## config.mk

```make
export PLATFORM = sky130hd
export DESIGN_NAME = vbus_source_sel
export DESIGN_NICKNAME = d
export VERILOG_FILES = /design/src/rtl/vbus_pkg.sv /design/src/rtl/vbus_addr_port.sv /design/src/rtl/vbus_src_mux.sv /design/src/rtl/vbus_a12_filter.sv /design/src/rtl/vbus_source_sel.sv
export SDC_FILE = /design/constraint.sdc
export NUM_CORES = 1
export LEC_CHECK = 0
export ABC_AREA = 1
export BUFFER_PORTS_ARGS = -buffer_cell sky130_fd_sc_hd__buf_2
export CAP_MARGIN = 20
export CORE_UTILIZATION = 30
export CTS_CLUSTER_DIAMETER = 150
export DETAILED_ROUTE_END_ITERATION = 10
export HOLD_SLACK_MARGIN = 0.08
export PLACE_DENSITY = 0.56
export SKIP_LAST_GASP = 1
export SLEW_MARGIN = 10
export SYNTH_ARGS = -nofsm -noshare
export SYNTH_HDL_FRONTEND = slang
export SYNTH_SLANG_ARGS = --single-unit
```

## constraint.sdc

```tcl
create_clock -name clk -period 1.84 [get_ports clk]
set_clock_uncertainty 0.15 [all_clocks]
set_input_delay 0.368 -clock clk [delete_from_list [all_inputs] [get_ports clk]]
set_output_delay 0.368 -clock clk [all_outputs]
set_load 0.1 [all_outputs]
```

## src/rtl/vbus_pkg.sv

```systemverilog
package vbus_pkg;
    localparam int ADDR_W   = 14;
    localparam int HI_W     = ADDR_W - 8;
    localparam int ROW_STEP = 32;
    localparam logic [HI_W-1:0] PAL_PAGE = 6'h3F;

    typedef logic [ADDR_W-1:0] vaddr_t;

    typedef struct packed {
        logic       addr_wr;
        logic       data_wr;
        logic       data_rd;
        logic       status_rd;
        logic [7:0] wdata;
    } cpu_op_t;

    typedef enum logic [2:0] {
        SRC_HOLD,
        SRC_NEW_ADDR,
        SRC_VRAM,
        SRC_FETCH,
        SRC_FETCH_LAST
    } bus_src_e;

    function automatic logic in_palette(vaddr_t a);
        return a[ADDR_W-1 -: HI_W] == PAL_PAGE;
    endfunction

    function automatic vaddr_t step_addr(vaddr_t a, logic row);
        return a + (row ? vaddr_t'(ROW_STEP) : vaddr_t'(1));
    endfunction
endpackage

```

## src/rtl/vbus_addr_port.sv

```systemverilog
module vbus_addr_port
    import vbus_pkg::*;
(
    input  logic    clk,
    input  logic    rst,
    input  cpu_op_t op,
    input  logic    inc_by_row,
    output vaddr_t  vram_addr,
    output logic    set_fire,
    output vaddr_t  set_addr
);
    logic [HI_W-1:0] hi_q;
    logic            tog_q;
    vaddr_t          vram_q;

    assign set_fire  = op.addr_wr & tog_q;
    assign set_addr  = {hi_q, op.wdata};
    assign vram_addr = vram_q;

    always_ff @(posedge clk) begin
        if (rst) begin
            hi_q   <= '0;
            tog_q  <= 1'b0;
            vram_q <= '0;
        end else begin
            if (op.addr_wr && !tog_q)
                hi_q <= op.wdata[HI_W-1:0];

            if (op.status_rd)
                tog_q <= 1'b0;
            else if (op.addr_wr)
                tog_q <= ~tog_q;

            if (set_fire)
                vram_q <= set_addr;
            else if (op.data_wr || op.data_rd)
                vram_q <= step_addr(vram_q, inc_by_row);
        end
    end
endmodule

```

## src/rtl/vbus_src_mux.sv

```systemverilog
module vbus_src_mux
    import vbus_pkg::*;
(
    input  logic   clk,
    input  logic   rst,
    input  logic   render_en,
    input  logic   fetch_valid,
    input  vaddr_t fetch_addr,
    input  logic   acc_wr,
    input  logic   acc_rd,
    input  logic   set_fire,
    input  vaddr_t set_addr,
    input  vaddr_t vram_addr,
    output vaddr_t bus_addr,
    output logic   bus_rd,
    output logic   bus_wr
);
    vaddr_t   bus_q, flast_q, bus_d;
    logic     ren_q, rd_q, wr_q;
    bus_src_e src;

    always_comb begin
        if (render_en) begin
            if (fetch_valid)      src = SRC_FETCH;
            else if (ren_q)       src = SRC_HOLD;
            else                  src = SRC_FETCH_LAST;
        end else begin
            if (set_fire)                src = SRC_NEW_ADDR;
            else if (acc_wr || acc_rd)   src = SRC_VRAM;
            else if (ren_q)              src = SRC_VRAM;
            else                         src = SRC_HOLD;
        end
    end

    always_comb begin
        case (src)
            SRC_NEW_ADDR:   bus_d = set_addr;
            SRC_VRAM:       bus_d = vram_addr;
            SRC_FETCH:      bus_d = fetch_addr;
            SRC_FETCH_LAST: bus_d = flast_q;
            default:        bus_d = bus_q;
        endcase
    end

    always_ff @(posedge clk) begin
        if (rst) begin
            bus_q   <= '0;
            flast_q <= '0;
            ren_q   <= 1'b0;
            rd_q    <= 1'b0;
            wr_q    <= 1'b0;
        end else begin
            bus_q <= bus_d;
            ren_q <= render_en;
            if (fetch_valid)
                flast_q <= fetch_addr;
            wr_q <= !render_en && acc_wr && !in_palette(vram_addr);
            rd_q <= !render_en && acc_rd && !acc_wr;
        end
    end

    assign bus_addr = bus_q;
    assign bus_rd   = rd_q;
    assign bus_wr   = wr_q;
endmodule

```

## src/rtl/vbus_a12_filter.sv

```systemverilog
module vbus_a12_filter #(
    parameter int LOW_MIN = 8
) (
    input  logic clk,
    input  logic rst,
    input  logic bit_in,
    output logic rise
);
    localparam int CW = $clog2(LOW_MIN + 1);
    localparam logic [CW-1:0] FULL = CW'(LOW_MIN);

    logic [CW-1:0] low_q;
    logic          prev_q;
    logic          rise_q;

    always_ff @(posedge clk) begin
        if (rst) begin
            low_q  <= FULL;
            prev_q <= 1'b0;
            rise_q <= 1'b0;
        end else begin
            rise_q <= bit_in && !prev_q && (low_q >= FULL);
            prev_q <= bit_in;
            if (bit_in)
                low_q <= '0;
            else if (low_q < FULL)
                low_q <= low_q + 1'b1;
        end
    end

    assign rise = rise_q;
endmodule

```

## src/rtl/vbus_source_sel.sv

```systemverilog
module vbus_source_sel
    import vbus_pkg::*;
#(
    parameter int LOW_MIN = 8
) (
    input  logic              clk,
    input  logic              rst,
    input  logic              addr_port_wr,
    input  logic              data_port_wr,
    input  logic              data_port_rd,
    input  logic              status_rd,
    input  logic [7:0]        cpu_wdata,
    input  logic              inc_by_row,
    input  logic              render_en,
    input  logic              fetch_valid,
    input  logic [ADDR_W-1:0] fetch_addr,
    output logic [ADDR_W-1:0] bus_addr,
    output logic              bus_rd,
    output logic              bus_wr,
    output logic              a12_rise
);
    cpu_op_t op;
    vaddr_t  vram_addr, set_addr;
    logic    set_fire;

    assign op = '{addr_wr: addr_port_wr, data_wr: data_port_wr,
                  data_rd: data_port_rd, status_rd: status_rd,
                  wdata: cpu_wdata};

    vbus_addr_port u_port (
        .clk        (clk),
        .rst        (rst),
        .op         (op),
        .inc_by_row (inc_by_row),
        .vram_addr  (vram_addr),
        .set_fire   (set_fire),
        .set_addr   (set_addr)
    );

    vbus_src_mux u_mux (
        .clk         (clk),
        .rst         (rst),
        .render_en   (render_en),
        .fetch_valid (fetch_valid),
        .fetch_addr  (fetch_addr),
        .acc_wr      (data_port_wr),
        .acc_rd      (data_port_rd),
        .set_fire    (set_fire),
        .set_addr    (set_addr),
        .vram_addr   (vram_addr),
        .bus_addr    (bus_addr),
        .bus_rd      (bus_rd),
        .bus_wr      (bus_wr)
    );

    vbus_a12_filter #(.LOW_MIN(LOW_MIN)) u_filt (
        .clk    (clk),
        .rst    (rst),
        .bit_in (bus_addr[12]),
        .rise   (a12_rise)
    );
endmodule

```

==> results.json <==
{
  "ant_nets": 0,
  "status": "complete, no violations",
  "ys_ff_latch": 58,
  "first_pass_iters": 4,
  "clock_latency_ns": 0.33,
  "dp_cells": 611,
  "dr_total_vias": 2887,
  "synth_top_area_share_pct": 40.2,
  "cts_tree": "built",
  "syn_area_per_cell_sq_um": 6.74,
  "max_cap_violations": 0,
  "synth_top_flop_cell": "dfxtp_1",
  "grt_pass1_wl_um": 13800,
  "synth-async-reset-ratio_pct": 0,
  "max_freq_mhz": 602,
  "row_count": 35,
  "power_density_mw_per_mm2": 940,
  "crit_required_ns": 1.95,
  "synth.most_common_cell": "nand2_1",
  "syn_to_final_growth_pct": 27.3,
  "clk_path_buf_depth": 2,
  "cp-start-kind": "flip-flop",
  "cp-end-kind": "flip-flop",
  "fin_cells": 629,
  "finalSetupViolations": 0,
  "critPathKind": "flip-flop to flip-flop",
  "grt.overflow.total": 0,
  "htreeDepth": 3,
  "place_area_sq_mm": 0.00339,
  "hp-class": "primary input to flip-flop",
  "port_buffers": 47,
  "die_y_um": 100,
  "diodes": 0,
  "synth_cells": 428,
  "place_congestion": 0.833,
  "clock-sinks": 58,
  "fill_cells": 1021,
  "die_x_um": 100,
  "arrival_ns": 1.77,
  "drive_above_1_share_pct": 18.6,
  "clkSlewWorstSetupHoldPaths_ns": 0.07,
  "drc": 0,
  "hold_viol": 0,
  "drt_iter0_drc": 180,
  "slew_violations": 0,
  "core_area_sq_mm": 0.00928,
  "finalInstanceArea_sq_mm": 0.00367,
  "synth_cell_types": 30,
  "fin_crit_sh_pct": 90.3,
  "post_drt_wl_per_cell_um": 12.8,
  "rsz0062_at_grt": "false",
  "syn_area_sq_mm": 0.00289,
  "synth_commonest_cells": "nand2_1 (112), dfxtp_1 (58), nor2_1 (48), inv_1 (46), o21ai_0 (40)",
  "grt_max_degree": 26,
  "cts_root_buf": "clkbuf_8",
  "yosysSeqAreaShare_pct": 40.2,
  "critical_path.max_fanout": 7,
  "final_nets": 531,
  "dieArea_sq_mm": 0.0100,
  "grt_pass1_vias": 2847,
  "yosys_warnings": 0,
  "synth-edff-count": 0,
  "antenna_found_initial": 0,
  "synth.area.top_cells": "dfxtp_1 (40%), nand2_1 (15%), o21ai_0 (6.9%)",
  "synth.largest_area_cell": "dfxtp_1",
  "vdd_drop_max_v": 0.000466,
  "relSlewSlack_pct": 67.5,
  "tightest_slew_ns": 0.491,
  "cts_buffers": 9,
  "vias_per_cell": 4.59,
  "leakage_nw": 1.71,
  "post_cts_buffers": 0,
  "hpwl_um": 6190,
  "initial_core_util_pct": 31.1,
  "track_usage_pct": 17.7,
  "syn_nets": 464,
  "period_needed_ns": 1.66,
  "ioPinCount": 48,
  "wl_um": 8050
}
==> repair_timing <==
action | CTS | global route
hold endpoints to repair | 2 | 0
hold buffers | 2 | 0
setup endpoints to repair | 0 | 4
gates resized for setup | 0 | 2
==> report_power, final <==
group          total [mW]  leakage (nW)  switching, mW  internal (mW)
sequential           1.40         0.477         0.0587           1.34
clock                1.49         0.123          0.520          0.975
combinational       0.564          1.11          0.400          0.164
total                3.45          1.71          0.978           2.48
==> path summary, 6_finish.rpt <==
check	startpoint	to	slack [ns]	cells after the start
max reg2reg	u_port.vram_addr[0]	u_port.vram_addr[12]	0.18	8
min reg2reg	u_filt.prev_q	u_filt.rise	0.27	1
max	u_port.vram_addr[0]	u_port.vram_addr[12]	0.18	8
min	fetch_addr[10]	u_mux.flast_q[10]	0.13	3
==> flip-flops by register name, indices dropped and copies added, names as in the netlist <==
name	cells
u_mux.bus_addr	14
u_filt.rise	1
u_port.hi_q	6
u_filt.prev_q	1
u_mux.ren_q	1
u_mux.bus_rd	1
u_filt.low_q	4
u_mux.flast_q	14
u_mux.bus_wr	1
u_port.tog_q	1
u_port.vram_addr	14
==> logic make-up (layout without fill, tap and decap cells) <==
family / Yosys count / in the layout / share of synthesized area (%)
XOR/XNOR: 3 / 3 / 0.910
AND/OR/NAND/NOR: 213 / 213 / 32.1
flip-flops: 58 / 58 / 40.2
AO/OA/AOI/OAI: 86 / 86 / 15.8
buffers and inverters: 63 / 135 / 8.76
adder cells (fa/ha/maj): 5 / 5 / 2.17
==> cells in the final DEF, fill, tap and decap left out, drive strengths merged, types with 2 or more instances in the layout <==
cell | synthesis | layout
a21oi | 35 | 35
dfxtp | 58 | 58
nand4 | 12 | 12
clkbuf | 5 | 12
buf | 8 | 67
nand2 | 113 | 113
nor4 | 2 | 2
ha | 5 | 5
nor2 | 50 | 50
inv | 50 | 50
a31oi | 6 | 6
bufinv | 0 | 3
dlygate4sd3 | 0 | 2
nor3 | 4 | 4
xor2 | 2 | 2
o21ai | 41 | 41
nand3 | 30 | 30
==> worst max-delay path: stages (launching register included) <==
cell and delay, ns:
dfxtp_2 0.36, ha_1 0.17, ha_1 0.16, nand3_1 0.14, o21bai_4 0.26, nand2_1 0.08
nand2_1 0.06, nand3_1 0.06, a21oi_1 0.15
==> cell type report <==
cell class | count | area [sq um] | area share [%]
Clock buffer | 12 | 155 | 4.22
Clock inverter | 4 | 97.6 | 2.66
Inverter | 50 | 188 | 5.11
Multi-Input combinational cell | 307 | 1480 | 40.3
Sequential cell | 58 | 1160 | 31.6
Tap cell | 129 | 161 | 4.39
Timing Repair Buffer | 69 | 430 | 11.7
==> routing by layer <==
metal,wire [um],global-route usage (%)
met5,0,0
met4,172,6.47
met3,288,3.55
met2,3820,29.7
met1,3760,22.6
==> stage by stage <==
stage / power [mW] / hold WS, ns / util, % / TNS (ns) / setup slack, ns
after CTS: 3.49 / 0.115 / 39.5 / 0 / 0.103
after global placement: 1.98 / 0.247 / 36.5 / 0 / 0.0439
after detailed placement: 1.98 / 0.247 / 36.5 / -0.0112 / -0.0103
after global routing: 3.62 / 0.131 / 39.6 / 0 / 0.00362
final: 3.45 / 0.127 / 39.6 / 0 / 0.178
after floorplan: 1.80 / 0.225 / - / 0 / 0.171
Power figures use the tool's default switching activity.
